--- src/rtl/qbio_pkg.sv ---
package qbio_pkg;

    localparam int PORT_W  = 8;
    localparam int PB_PINS = PORT_W - 1;

    // Fixed positions on the second port
    localparam int RXD_BIT  = 0;
    localparam int TXD_BIT  = 1;
    localparam int INT0_BIT = 2;
    localparam int INT1_BIT = 3;
    localparam int T0_BIT   = 4;
    localparam int T1_BIT   = 5;
    localparam int CMP_BIT  = 6;

    // Comparator inputs on the first port
    localparam int CMP_POS_BIT = 0;
    localparam int CMP_NEG_BIT = 1;

    typedef logic [PORT_W-1:0]  port_word_t;
    typedef logic [PB_PINS-1:0] pb_pins_t;

    typedef enum logic {
        PORT_A = 1'b0,
        PORT_B = 1'b1
    } port_id_e;

    typedef struct packed {
        logic t1;
        logic t0;
        logic int1;
        logic int0;
        logic rxd;
    } alt_in_t;

    // Put the comparator bit into its position between the pins
    function automatic port_word_t pb_expand(input pb_pins_t pins, input logic cmp);
        port_word_t w;
        for (int i = 0; i < PORT_W; i++) begin
            if (i < CMP_BIT)       w[i] = pins[i];
            else if (i == CMP_BIT) w[i] = cmp;
            else                   w[i] = pins[i-1];
        end
        return w;
    endfunction

    // Take the comparator position out of a port word
    function automatic pb_pins_t pb_compress(input port_word_t w);
        pb_pins_t p;
        for (int i = 0; i < PB_PINS; i++) begin
            if (i < CMP_BIT) p[i] = w[i];
            else             p[i] = w[i+1];
        end
        return p;
    endfunction

endpackage

--- src/rtl/qbio_sync.sv ---
module qbio_sync #(
    parameter int             W       = 8,
    parameter int             STAGES  = 2,
    parameter logic [W-1:0]   RST_VAL = '1
) (
    input  logic         clk,
    input  logic         rst,
    input  logic [W-1:0] d,
    output logic [W-1:0] q
);
    logic [W-1:0] stg [STAGES];

    always_ff @(posedge clk) begin
        if (rst) begin
            for (int k = 0; k < STAGES; k++) stg[k] <= RST_VAL;
        end else begin
            stg[0] <= d;
            for (int k = 1; k < STAGES; k++) stg[k] <= stg[k-1];
        end
    end

    assign q = stg[STAGES-1];
endmodule

--- src/rtl/qbio_latch.sv ---
module qbio_latch #(
    parameter int W = 8
) (
    input  logic         clk,
    input  logic         rst,
    input  logic         we,
    input  logic [W-1:0] d,
    output logic [W-1:0] q
);
    always_ff @(posedge clk) begin
        if (rst)     q <= '1;
        else if (we) q <= d;
    end
endmodule

--- src/rtl/qbio_drive.sv ---
module qbio_drive
    import qbio_pkg::*;
(
    input  logic       rst,
    input  port_word_t latch_a,
    input  pb_pins_t   latch_b,
    input  logic       ser_tx,
    output port_word_t pa_pd,
    output pb_pins_t   pb_pd
);
    for (genvar i = 0; i < PORT_W; i++) begin : g_pa
        assign pa_pd[i] = ~rst & ~latch_a[i];
    end

    for (genvar j = 0; j < PB_PINS; j++) begin : g_pb
        if (j == TXD_BIT) begin : g_tx
            assign pb_pd[j] = ~rst & ~(latch_b[j] & ser_tx);
        end else begin : g_io
            assign pb_pd[j] = ~rst & ~latch_b[j];
        end
    end
endmodule

--- src/rtl/qbio_rdmux.sv ---
module qbio_rdmux
    import qbio_pkg::*;
(
    input  logic       rd_port,
    input  logic       rd_rmw,
    input  port_word_t latch_a,
    input  port_word_t latch_b_word,
    input  port_word_t pins_a,
    input  port_word_t pins_b_word,
    output port_word_t rd_data
);
    always_comb begin
        unique case ({port_id_e'(rd_port), rd_rmw})
            {PORT_A, 1'b1}: rd_data = latch_a;
            {PORT_A, 1'b0}: rd_data = pins_a;
            {PORT_B, 1'b1}: rd_data = latch_b_word;
            default:        rd_data = pins_b_word;
        endcase
    end
endmodule

--- src/rtl/qbio_ports.sv ---
module qbio_ports
    import qbio_pkg::*;
#(
    parameter int SYNC_STAGES = 2
) (
    input  logic         clk,
    input  logic         rst,
    input  logic         wr_en,
    input  logic         wr_port,
    input  logic [7:0]   wr_data,
    input  logic         rd_port,
    input  logic         rd_rmw,
    output logic [7:0]   rd_data,
    input  logic [7:0]   pa_pin_i,
    output logic [7:0]   pa_pd_o,
    input  logic [6:0]   pb_pin_i,
    output logic [6:0]   pb_pd_o,
    input  logic         cmp_i,
    output logic         cmp_pos_o,
    output logic         cmp_neg_o,
    input  logic         ser_tx_i,
    output logic         ser_rx_o,
    output logic [1:0]   ext_int_o,
    output logic [1:0]   tmr_cnt_o
);
    localparam int PBS_W = PB_PINS + 1;

    port_word_t latch_a;
    pb_pins_t   latch_b;
    port_word_t pins_a_s;
    logic [PBS_W-1:0] pb_cmp_s;
    pb_pins_t   pins_b_s;
    logic       cmp_s;
    alt_in_t    alt;

    logic we_a, we_b;
    assign we_a = wr_en & (port_id_e'(wr_port) == PORT_A);
    assign we_b = wr_en & (port_id_e'(wr_port) == PORT_B);

    qbio_latch #(.W(PORT_W)) u_latch_a (
        .clk(clk), .rst(rst), .we(we_a), .d(wr_data), .q(latch_a)
    );

    // The comparator position has no storage: writes to it are dropped
    qbio_latch #(.W(PB_PINS)) u_latch_b (
        .clk(clk), .rst(rst), .we(we_b), .d(pb_compress(wr_data)), .q(latch_b)
    );

    qbio_drive u_drive (
        .rst(rst), .latch_a(latch_a), .latch_b(latch_b), .ser_tx(ser_tx_i),
        .pa_pd(pa_pd_o), .pb_pd(pb_pd_o)
    );

    qbio_sync #(.W(PORT_W), .STAGES(SYNC_STAGES)) u_sync_a (
        .clk(clk), .rst(rst), .d(pa_pin_i), .q(pins_a_s)
    );

    qbio_sync #(.W(PBS_W), .STAGES(SYNC_STAGES)) u_sync_b (
        .clk(clk), .rst(rst), .d({cmp_i, pb_pin_i}), .q(pb_cmp_s)
    );

    assign pins_b_s = pb_cmp_s[PB_PINS-1:0];
    assign cmp_s    = pb_cmp_s[PB_PINS];

    assign alt.rxd  = pins_b_s[RXD_BIT];
    assign alt.int0 = pins_b_s[INT0_BIT];
    assign alt.int1 = pins_b_s[INT1_BIT];
    assign alt.t0   = pins_b_s[T0_BIT];
    assign alt.t1   = pins_b_s[T1_BIT];

    assign ser_rx_o  = alt.rxd;
    assign ext_int_o = {alt.int1, alt.int0};
    assign tmr_cnt_o = {alt.t1, alt.t0};

    assign cmp_pos_o = pa_pin_i[CMP_POS_BIT];
    assign cmp_neg_o = pa_pin_i[CMP_NEG_BIT];

    qbio_rdmux u_rdmux (
        .rd_port     (rd_port),
        .rd_rmw      (rd_rmw),
        .latch_a     (latch_a),
        .latch_b_word(pb_expand(latch_b, cmp_s)),
        .pins_a      (pins_a_s),
        .pins_b_word (pb_expand(pins_b_s, cmp_s)),
        .rd_data     (rd_data)
    );
endmodule

--- config.mk ---
export PLATFORM = sky130hd
export DESIGN_NAME = qbio_ports
export DESIGN_NICKNAME = d
export VERILOG_FILES = /design/src/rtl/qbio_pkg.sv /design/src/rtl/qbio_sync.sv /design/src/rtl/qbio_latch.sv /design/src/rtl/qbio_drive.sv /design/src/rtl/qbio_rdmux.sv /design/src/rtl/qbio_ports.sv
export SDC_FILE = /design/constraint.sdc
export NUM_CORES = 1
export LEC_CHECK = 0
export BUFFER_PORTS_ARGS = -buffer_cell sky130_fd_sc_hd__buf_2
export CORE_UTILIZATION = 35
export CTS_BUF_LIST = sky130_fd_sc_hd__clkbuf_4 sky130_fd_sc_hd__clkbuf_8
export DETAILED_ROUTE_END_ITERATION = 8
export PLACE_DENSITY = 0.6
export SKIP_LAST_GASP = 1
export SYNTH_ARGS = -nofsm -noshare
export SYNTH_HDL_FRONTEND = slang
export SYNTH_SLANG_ARGS = --single-unit
--- constraint.sdc ---
create_clock -name clk -period 0.8 [get_ports clk]
set_input_delay 0 -clock clk [delete_from_list [all_inputs] [get_ports clk]]
set_output_delay 0 -clock clk [all_outputs]
set_load 0.02 [all_outputs]
# == Word level (Yosys, flattened, before mapping) ==
# Memories as Yosys holds them, arrays and structs flattened.
# Index checks and enable logic that the tools add are counted.
# word_totals
reg_bits,15
n_memories,2
out_inout_bits,30
in_bits,31
ram_bits,32
# classes
bitwise,39
n_eq_ne,2
n_mux,8
reduce_logical,1
# mem_list
memory,words,width,read_ports,rd_ports_with_merged_regs,wr,line,text
u_sync_a.stg,2,8,2,0,2,qbio_sync.sv:11,logic [W-1:0] stg [STAGES];
u_sync_b.stg,2,8,2,0,2,qbio_sync.sv:11,
# op_table
operator,n
two-way mux 8 bit,4
one-hot mux 8 bit (3 select lines),1
AND 1 bit,18
NOT 1 bit,17
bitwise OR 1 bit,4
two-way mux 1 bit,3
"equality test 2 x 1 -> 1 bit, second input constant",1
"equality test 2 bit, second input constant",1
logical NOT 2 bit,1

# == Logic depth before layout (Yosys ltp) ==
# Gate-level depths: netlist (run 1).
# logic_depth
word_depth,3
ltp_mapped,3

# == Cells and area by module ==
# Synthesis (run 1) repeated with hierarchy kept, for this count alone.
# unflattened
hier_cells,160
area_unflattened_um2,1851.8
# modules_own_cells
mod,seq_area_each_um2,cells_each,area_per_inst_um2,instances
qbio_sync,320.3,41,491.7,2
qbio_latch at u_latch_a,160.2,26,302.8,1
qbio_latch at u_latch_b,140.1,22,269.0,1
qbio_rdmux,0.0,10,196.4,1
qbio_drive,0.0,16,68.8,1
qbio_ports,0.0,4,31.3,1

# == Worst setup path before layout (run 1) ==
# OpenSTA, ideal clock, no wires.
# synth_path
path_kind,register to output
from,"memory u_sync_b.stg[1][0], in the netlist u_sync_b.stg[0][8]"
to,output port rd_data[0]
arrival_ns,0.889
slack_ns,-0.089
stages_incl_launch_ff,2
cell_sequence,dfxtp_1 -> mux4_2
# synth_lines
item,line,text
start: declaration,qbio_sync.sv:11,
end: declaration,qbio_ports.sv:13,"output logic [7:0] rd_data,"

# == Final worst setup path (run 1) ==
# layout_path
from,register u_latch_a.q[0]
to,output port rd_data[0]
# layout_between
elab_chain_len,1
# layout_lines
item,line,text
start: declaration,qbio_latch.sv:8,output logic [W-1:0] q
start signal: assignment,qbio_latch.sv:11,if (rst) q <= '1;
start signal: assignment,qbio_latch.sv:12,else if (we) q <= d;
one-hot mux 8 bit (3 select lines),qbio_rdmux.sv:13,"unique case ({port_id_e'(rd_port), rd_rmw})"
# Every way passes these cells.

==> flow_summary_export.csv, run 1 <==
group,metric,value,unit
placed_design,dp_hpwl,2.59,mm
die,coreArea,4790,µm²
global_route,grt.total_usage,16.5,%
drt,vias_per_cell,4.41,
timing,rsz0062_at_grt,"true",
setup_path,start_kind,"flop",
drt,drtIter0Drc,89,
yosys,synthTopCellsByArea,"dfxtp_1 (53%), or2_2 (11%), mux4_2 (8.9%)",
power,p_leak,0.00126,µW
die,start_util,37.0,%
placed_design,gp_congestion,0.757,
yosys,synth_seq_cells,47,
die,die_w,73.2,µm
layout,fin_nets,289,
setup_path,path_class,"reg2out",
yosys,avgSynthCellArea,10.9,µm²
timing,clock_skew,0.00487,ns
yosys,ys_seq_area_share,53.1,%
timing,finalMaxSlewViolations,0,
clocking,insertion_delay,0.29,ns
yosys,synthesis.instances,162,
clocking,cts_tree,"done",
timing,min_period_over_period,158,%
drt,antenna_left,0,
yosys,yosysTopAreaCell,"dfxtp_1",
layout,final_area,2910,µm²
setup_path,path_max_fanout,2,
setup_path,r2r_cells,3,
drt,wl,4.22,mm
setup_path,cp-end-kind,"primary output",
power,seqPwrFrac,52.0,%
setup_path,r2r_start,"u_latch_b.q[5]",
timing,fmax,789,MHz
layout,n_fill_cell,410,
die,rows,25,
run,max_cap_viol_count,0,
clocking,numClockSinks,47,
drt,drtPass1Iterations,4,
setup_path,crit_required,0.80,ns
clocking,cts_root_buf,"clkbuf_8",
layout,utilization,60.8,%
clocking,clockBufferDepth,2,
timing,maxSlewHeadroom,82.0,%
global_route,grt_pass1_vias,1406,
setup_path,critPathMaxStageDelay,0.48,ns
yosys,yosysWarnings,0,
die,die-area,5350,µm²
power,power_density,1670,nW/µm²
timing,setup_ws,-0.467,ns
power,power,4860,µW
timing,setup_violations,27,
power,p_sw,1240,µW
yosys,synth_top_area_share,53.1,%
setup_path,r2r_slack,-0.11,ns
layout,final_layout_size_suffix_gt1_share,66.4,%
die,io_pins,61,
yosys,synth_cell_types,20,
global_route,overflow,0,
yosys,syn-num-nets,193,
drt,drcViolationCount,0,
timing,timing.hold.ws,0.0383,ns
power,netSwitchingFraction,25.4,%
power,p_int,3630,µW
outcome,violations,"negative setup slack",
timing,hold_viol_final,0,
placed_design,io_buffers,60,
clocking,h-tree-depth,2,
layout,area_delta_synth_final,64.1,%
power,ir_drop,1.27,mV
setup_path,cp-endpoint,"rd_data[0]",
setup_path,crit_chain,"mux4_2 -> buf_6",
setup_path,cp_slowest_cell,"mux4_2",
yosys,syn_area,1770,µm²
placed_design,place_area,2220,µm²
outcome,outcome,"finished with violations",
global_route,grt_start_max_net_pins,30,
worst_hold_path,hold_class,"in2reg",
layout,antennaDiodeCount,0,
setup_path,worstReg2RegEnd,"u_latch_b.q[5]",
clocking,path_clk_slew,0.09,ns
timing,finalCriticalPeriod,1.27,ns
setup_path,cp_data_arrival_time,1.27,ns
timing,tightest_slew,0.269,ns
setup_path,worstSetupStartpoint,"u_latch_a.q[0]",
power,pwr-share-comb,19.9,%
power,clkPwrFrac,28.0,%
clocking,numCtsBuffers,5,
global_route,antenna_found_initial,0,
global_route,grt_pass1_wl,6.42,mm
die,die_h,73.2,µm
drt,wire_per_inst,12.9,µm
drt,vias,1439,
==> cells in the mapped netlist (all sizes together) <==
cell / instances
nor2: 14
mux4: 7
a21oi: 1
dfxtp: 47
buf: 13
mux2i: 1
clkbuf: 4
inv: 9
nor2b: 1
nand3b: 8
o21ai: 1
or2: 32
a211o: 7
o211ai: 8
nand2: 2
and3: 7
==> what timing repair did <==
action	in CTS	in global routing
resized for setup	90	33
pin swaps	14	8
setup endpoints to repair	27	35
setup buffers	1	9
gates cloned	0	0
hold buffers	24	0
hold endpoints to repair	24	0
==> critical path: cells and delay by family (launching register included) <==
| family | cells | cell delay (ns) |
|---|---|---|
| buffers and inverters | 1 | 0.15 |
| DFF | 1 | 0.34 |
| muxes | 1 | 0.48 |
==> registers in the layout, summed over array words and instances (netlist names) <==
name,flops
u_latch_b.q,7
u_sync_a.stg,16
u_latch_a.q,8
u_sync_b.stg,16
==> stage by stage <==
stage | cells | TNS (ns) | worst slack [ns]
final | 326 | -5.94 | -0.467
after global routing | 326 | -7.18 | -0.512
after CTS | 324 | -5.94 | -0.461
after detailed placement | 292 | -1.24 | -0.183
after global placement | 292 | -1.20 | -0.185
after floorplan | 162 | -0.236 | -0.0590
==> power groups by stage <==
stage / Clock (µW) / Combinational (µW) / Sequential, µW
floorplan: 0 / 409 / 2560
global placement: 0 / 673 / 2560
detailed placement: 0 / 676 / 2560
CTS: 1410 / 908 / 2530
global route: 1530 / 1050 / 2540
finish: 1360 / 970 / 2530
==> how the worst min path moves through the flow <==
stage / end / depth (start not counted) / from / slack (ns)
2_1_floorplan: u_sync_a.stg[0][0] / 1 / pa_pin_i[0] / 0.10
3_3_place_gp: u_sync_b.stg[0][0] / 2 / pb_pin_i[0] / 0.18
3_5_place_dp: u_sync_b.stg[0][0] / 2 / pb_pin_i[0] / 0.18
4_1_cts: u_latch_b.q[6] / 3 / wr_data[7] / 0.03
5_1_grt: u_latch_b.q[6] / 3 / wr_data[7] / 0.05
6_report: u_latch_b.q[6] / 3 / wr_data[7] / 0.04
==> cells in the final DEF (no fill, tap or decap), types with 2 or more instances in the layout <==
master,count
a211o_1,7
and3_2,6
buf_12,2
buf_2,32
buf_4,9
buf_6,39
clkbuf_8,5
clkinv_2,3
dfxtp_1,26
dfxtp_2,21
dlygate4sd3_1,24
inv_1,9
mux4_2,7
nand3b_1,8
nor2_4,14
o211ai_1,8
or2_2,32
==> metal layers <==
metal | GRT usage (%) | up-vias | wire, µm
met5 | 0 | - | 0
met4 | 6.54 | 0 | 25
met2 | 27.5 | 43 | 2170
li1 | - | 727 | -
met3 | 5.94 | 2 | 204
met1 | 19.2 | 667 | 1820
==> layout make-up <==
type | instances | area (µm²) | share of cell area [%]
Timing Repair Buffer | 106 | 947 | 32.6
Sequential cell | 47 | 967 | 33.2
Tap cell | 67 | 83.8 | 2.88
Clock inverter | 3 | 15.0 | 0.516
Inverter | 9 | 33.8 | 1.16
Multi-Input combinational cell | 89 | 793 | 27.3
Clock buffer | 5 | 68.8 | 2.37
==> logic make-up (layout without fill, tap and decap cells) <==
| kind of cell | after synthesis | in the layout | synth area share, % |
|---|---|---|---|
| flip-flops | 47 | 47 | 53.1 |
| multiplexers | 8 | 8 | 9.46 |
| AND/OR/NAND/NOR | 64 | 64 | 21.7 |
| buffers and inverters | 26 | 123 | 8.33 |
| AO/OA/AOI/OAI | 17 | 17 | 7.41 |
Note: power is estimated with default switching activity, not from simulation.
==> inputs of run 2 (changes only) <==
- ABC_AREA: not set -> 1
- PLACE_DENSITY: 0.6 -> 0.61
==> flow_summary_export.csv, run 2 <==
group,metric,value,unit
outcome,outcome,"finished with violations",
outcome,violations,"negative setup slack",
yosys,yosysTopAreaCell,"dfxtp_1",
yosys,synthArstFlopShare,0,%
setup_path,cp-end-kind,"primary output",
placed_design,dp_hpwl,2.91,mm
placed_design,io_buffers,60,
setup_path,path_max_fanout,3,
yosys,yosysWarnings,0,
yosys,synth_cell_types,16,
setup_path,path_class,"reg2out",
run,max_cap_viol_count,0,
global_route,overflow,0,
drt,antenna_left,0,
drt,vias_per_cell,4.46,
yosys,synth_top_area_share,54.0,%
timing,timing.hold.ws,0.127,ns
clocking,insertion_delay,0.30,ns
placed_design,dpl_worst_slack,0.0485,ns
yosys,synthesis.instances,203,
global_route,grt_start_max_net_pins,24,
layout,antennaDiodeCount,0,
timing,finalCriticalPeriod,1.03,ns
setup_path,crit_required,0.80,ns
drt,wire_per_inst,12.2,µm
die,io_pins,61,
yosys,synth.cells.most_frequent,"dfxtp_1 (47), nand2_1 (40), nand3_1 (38)",
layout,layout_commonest_cell,"nand2_1",
setup_path,start_kind,"flop",
yosys,synth_seq_cells,47,
setup_path,crit_chain,"buf_4 -> nor2_4 -> buf_6",
yosys,syn-num-nets,234,
clocking,h-tree-depth,2,
clocking,cts_root_buf,"clkbuf_8",
setup_path,cp.buffers_inverters,2,
clocking,cts_tree,"done",
global_route,grt_pass1_wl,6.65,mm
die,die_h,72.5,µm
yosys,syn_area,1740,µm²
die,rows,25,
die,coreArea,4750,µm²
timing,tightest_slew,0.312,ns
global_route,grt.total_usage,16.8,%
global_route,grt_pass1_vias,1395,
timing,maxSlewHeadroom,79.2,%
drt,drtPass1Iterations,4,
die,die-area,5260,µm²
drt,drcViolationCount,0,
clocking,clockBufferDepth,2,
layout,largest_registers,"u_sync_a.stg: 16 flops, u_sync_b.stg: 16 flops, u_latch_a.q: 8 flops",
setup_path,critPathMaxStageDelay,0.36,ns
layout,n_fill_cell,447,
drt,wl,4.42,mm
yosys,ys_seq_area_share,54.0,%
placed_design,gp_congestion,0.825,
timing,rsz0062_at_grt,"true",
clocking,path_clk_slew,0.09,ns
layout,fin_nets,325,
yosys,synth_top_flop_cell,"dfxtp_1",
setup_path,cp_data_arrival_time,1.03,ns
layout,regArea,975,µm²
layout,multi_input_area,778,µm²
drt,vias,1615,
die,start_util,36.6,%
setup_path,cp_slowest_cell,"dfxtp_4",
power,ir_drop,1.67,mV
clocking,numClockSinks,47,
yosys,synth_edf_count,0,
timing,finalMaxSlewViolations,0,
timing,min_period_over_period,129,%
layout,area_delta_synth_final,61.8,%
timing,fmax,971,MHz
global_route,antenna_found_initial,0,
timing,hold_viol_final,0,
clocking,numCtsBuffers,5,
timing,clock_skew,0.00909,ns
yosys,yosysMostFrequentCell,"dfxtp_1",
power,power_density,1950,nW/µm²
layout,final_layout_size_suffix_gt1_share,44.7,%
worst_hold_path,hold_class,"in2reg",
drt,drtIter0Drc,86,
die,die_w,72.5,µm
setup_path,cp_top_family,"flip-flops",
timing,setup_ws,-0.230,ns
yosys,synthTopCellsByArea,"dfxtp_1 (54%), or2_1 (11%), nand3_1 (11%)",
timing,setup_violations,25,
layout,final_cell_mix,"nand2_1 (40), buf_2 (32), or2_1 (31)",
yosys,avgSynthCellArea,8.58,µm²
layout,utilization,59.3,%
power,p_leak,0.00125,µW
## run 2: timing repair
action / in CTS / in global routing
gates resized for setup: 61 / 42
pin swaps: 20 / 9
hold endpoints to repair: 31 / 0
endpoints found under the setup margin: 27 / 28
buffers inserted: 3 / 6
hold buffers: 24 / 0
## run 2: metal layers
metal  vias to the layer above  global-route usage (%)  routed length (µm)
met2                        52                    26.0                2120
met3                         7                    4.17                 247
met4                         0                    6.54                  69
met5                         -                       0                   0
met1                       728                    22.5                1980
li1                        828                       -                   -
## run 2: cells by family (layout without fill, tap and decap cells)
family	count (synthesis)	count (layout)	share of synthesized area, %
compound gates	1	1	0.287
buf+inv	22	114	8.12
flops	47	47	54.0
simple gates	133	133	37.6
## run 2: path summary, 6_finish.rpt
check | cells after the start | start | end | slack [ns]
worst max-delay path | 3 | u_latch_b.q[0] | pb_pd_o[0] | -0.23
worst min-delay path | 4 | wr_en | u_latch_a.q[4] | 0.13
worst max register to register | 3 | u_latch_a.q[0] | u_latch_a.q[0] | 0.07
worst min register to register | 1 | u_sync_b.stg[0][4] | u_sync_b.stg[0][12] | 0.41
## run 2: final cells by class
class | instances | area share, %
Clock buffer | 5 | 2.44
Clock inverter | 3 | 2.40
Inverter | 6 | 0.799
Multi-Input combinational cell | 134 | 27.6
Sequential cell | 47 | 34.6
Tap cell | 67 | 2.98
Timing Repair Buffer | 100 | 29.2
## run 2: worst min-delay path, cell delays in order
cell     delay (ns)
buf_2          0.09
nand2_2        0.14
nand2_1        0.09
nand3_1        0.06
## run 2: metrics by stage
step	instances	total power, µW	instance area [µm²]	TNS, ns
floorplan	203	3000	1740	0
global placement	322	3230	2080	0
detailed placement	322	3240	2080	0
CTS	357	5420	2630	-2.97
global route	362	5740	2820	-4.25
finish	362	5510	2820	-3.25
## run 2: power breakdown
| group | switching, µW | internal [µW] | leakage [µW] |
|---|---|---|---|
| clock network | 790 | 1250 | 0.0000644 |
| logic | 458 | 465 | 0.000800 |
| registers | 79.5 | 2470 | 0.000385 |
| total | 1330 | 4180 | 0.00125 |
==> inputs of run 3 (changes only) <==
- PLACE_DENSITY: 0.61 -> 0.73
==> flow_summary_export.csv, run 3 (synthesized netlist as in run 2, its figures left out) <==
group,metric,value,unit
layout,fin_cells,355,
setup_path,crit_required,0.80,ns
placed_design,dp_hpwl,2.99,mm
outcome,outcome,"finished with violations",
clocking,clockBufferDepth,2,
clocking,cts_root_buf,"clkbuf_8",
setup_path,worstReg2RegEnd,"u_latch_a.q[6]",
setup_path,path_class,"reg2out",
timing,tns,-2.92,ns
clocking,cts_tree,"done",
drt,drtIter0Drc,81,
drt,vias_per_cell,4.51,
die,die-area,5260,µm²
global_route,grt_pass1_wl,6.90,mm
power,seqPwrFrac,52.6,%
placed_design,placed_cells,321,
power,pwr-share-comb,18.1,%
clocking,path_clk_slew,0.09,ns
timing,fmax,968,MHz
drt,vias,1600,
setup_path,r2r_start,"u_latch_a.q[6]",
timing,finalCriticalPeriod,1.03,ns
clocking,numClockSinks,47,
die,coreArea,4750,µm²
placed_design,gp_congestion,0.837,
setup_path,start_kind,"flop",
timing,rsz0062_at_grt,"true",
outcome,violations,"negative setup slack",
layout,fin_nets,319,
timing,finalMaxSlewViolations,0,
timing,maxSlewHeadroom,78.0,%
placed_design,io_buffers,60,
clocking,insertion_delay,0.30,ns
setup_path,cp-end-kind,"primary output",
setup_path,r2r_cells,3,
worst_hold_path,worstHoldStart,"wr_en",
power,p_int,3590,µW
die,rows,25,
layout,area_delta_synth_final,55.2,%
timing,tightest_slew,0.331,ns
drt,drtPass1Iterations,4,
power,clkPwrFrac,29.2,%
drt,wl,4.36,mm
run,max_cap_viol_count,0,
layout,final_layout_size_suffix_gt1_share,43.1,%
setup_path,cp_data_arrival_time,1.03,ns
worst_hold_path,hold_class,"in2reg",
timing,hold_viol_final,0,
power,p_sw,1260,µW
die,die_w,72.5,µm
drt,wire_per_inst,12.3,µm
global_route,overflow,0,
timing,min_period_over_period,129,%
worst_hold_path,worstHoldEndpoint,"u_latch_a.q[4]",
clocking,h-tree-depth,2,
global_route,grt.total_usage,17.7,%
timing,clock_skew,0.00827,ns
worst_hold_path,hold_depth,4,
die,die_h,72.5,µm
layout,largest_registers,"u_sync_a.stg: 16 flops, u_sync_b.stg: 16 flops, u_latch_a.q: 8 flops",
layout,n_fill_cell,434,
layout,antennaDiodeCount,0,
drt,antenna_left,0,
setup_path,path_max_fanout,3,
clocking,numCtsBuffers,5,
drt,drcViolationCount,0,
power,netSwitchingFraction,26.0,%
die,start_util,36.6,%
layout,utilization,56.8,%
setup_path,r2r_slack,0.09,ns
layout,final_cell_mix,"nand2_1 (40), buf_2 (32), or2_1 (31)",
power,ir_drop,1.23,mV
power,p_leak,0.00120,µW
global_route,grt_pass1_vias,1510,
timing,setup_violations,25,
timing,setup_ws,-0.233,ns
global_route,grt_start_max_net_pins,24,
layout,layout_commonest_cell,"nand2_1",
global_route,antenna_found_initial,0,
power,power_density,1800,nW/µm²
die,io_pins,61,
run 3: power groups by stage:
stage                     combinational (µW)  sequential [µW]  clock [µW]
after floorplan                          435             2560           0
after global placement                   639             2580           0
after detailed placement                 646             2590           0
after CTS                                822             2550        1460
after global routing                     952             2570        1570
final                                    880             2550        1420
run 3: how the worst max path moves through the flow:
stage,from,to
floorplan,u_sync_b.stg[0][8],rd_data[0]
global placement,rd_rmw,rd_data[2]
detailed placement,rd_rmw,rd_data[0]
CTS,u_latch_a.q[2],rd_data[2]
global route,u_latch_a.q[3],rd_data[3]
finish,u_latch_a.q[2],rd_data[2]
run 3: layout make-up:
class	instances	area, µm²	share of cell area, %
Clock inverter	1	5.00	0.185
Multi-Input combinational cell	134	763	28.2
Timing Repair Buffer	94	769	28.5
Sequential cell	47	976	36.1
Inverter	6	22.5	0.833
Clock buffer	6	82.6	3.06
Tap cell	67	83.8	3.10
run 3: timing repair:
action,CTS,global route
hold buffers,24,0
setup endpoints to repair,28,28
pin swaps,19,8
buffers inserted,1,2
gates resized for setup,63,34
hold endpoints to repair,31,0
run 3: layer usage:
metal  GRT usage [%]  vias up  wire, µm
li1                -      809         -
met1            19.8      728      1830
met2            29.8       58      2130
met3            7.92        5       338
met4            6.10        0        58
met5               0        -         0
run 3: through the flow:
step	setup slack, ns	cell area, µm²	hold slack (ns)	total power, µW
after floorplan	0.0689	1740	0.0971	3000
after global placement	0.0542	2070	0.174	3220
after detailed placement	0.0563	2070	0.178	3230
after CTS	-0.213	2570	0.117	4830
after global routing	-0.264	2700	0.131	5090
final	-0.233	2700	0.111	4850
run 3: worst max-delay path, stage by stage, from the launching register on:
cell	delay [ns]
dfxtp_4	0.37
nand3_1	0.07
nand4_1	0.12
buf_6	0.16
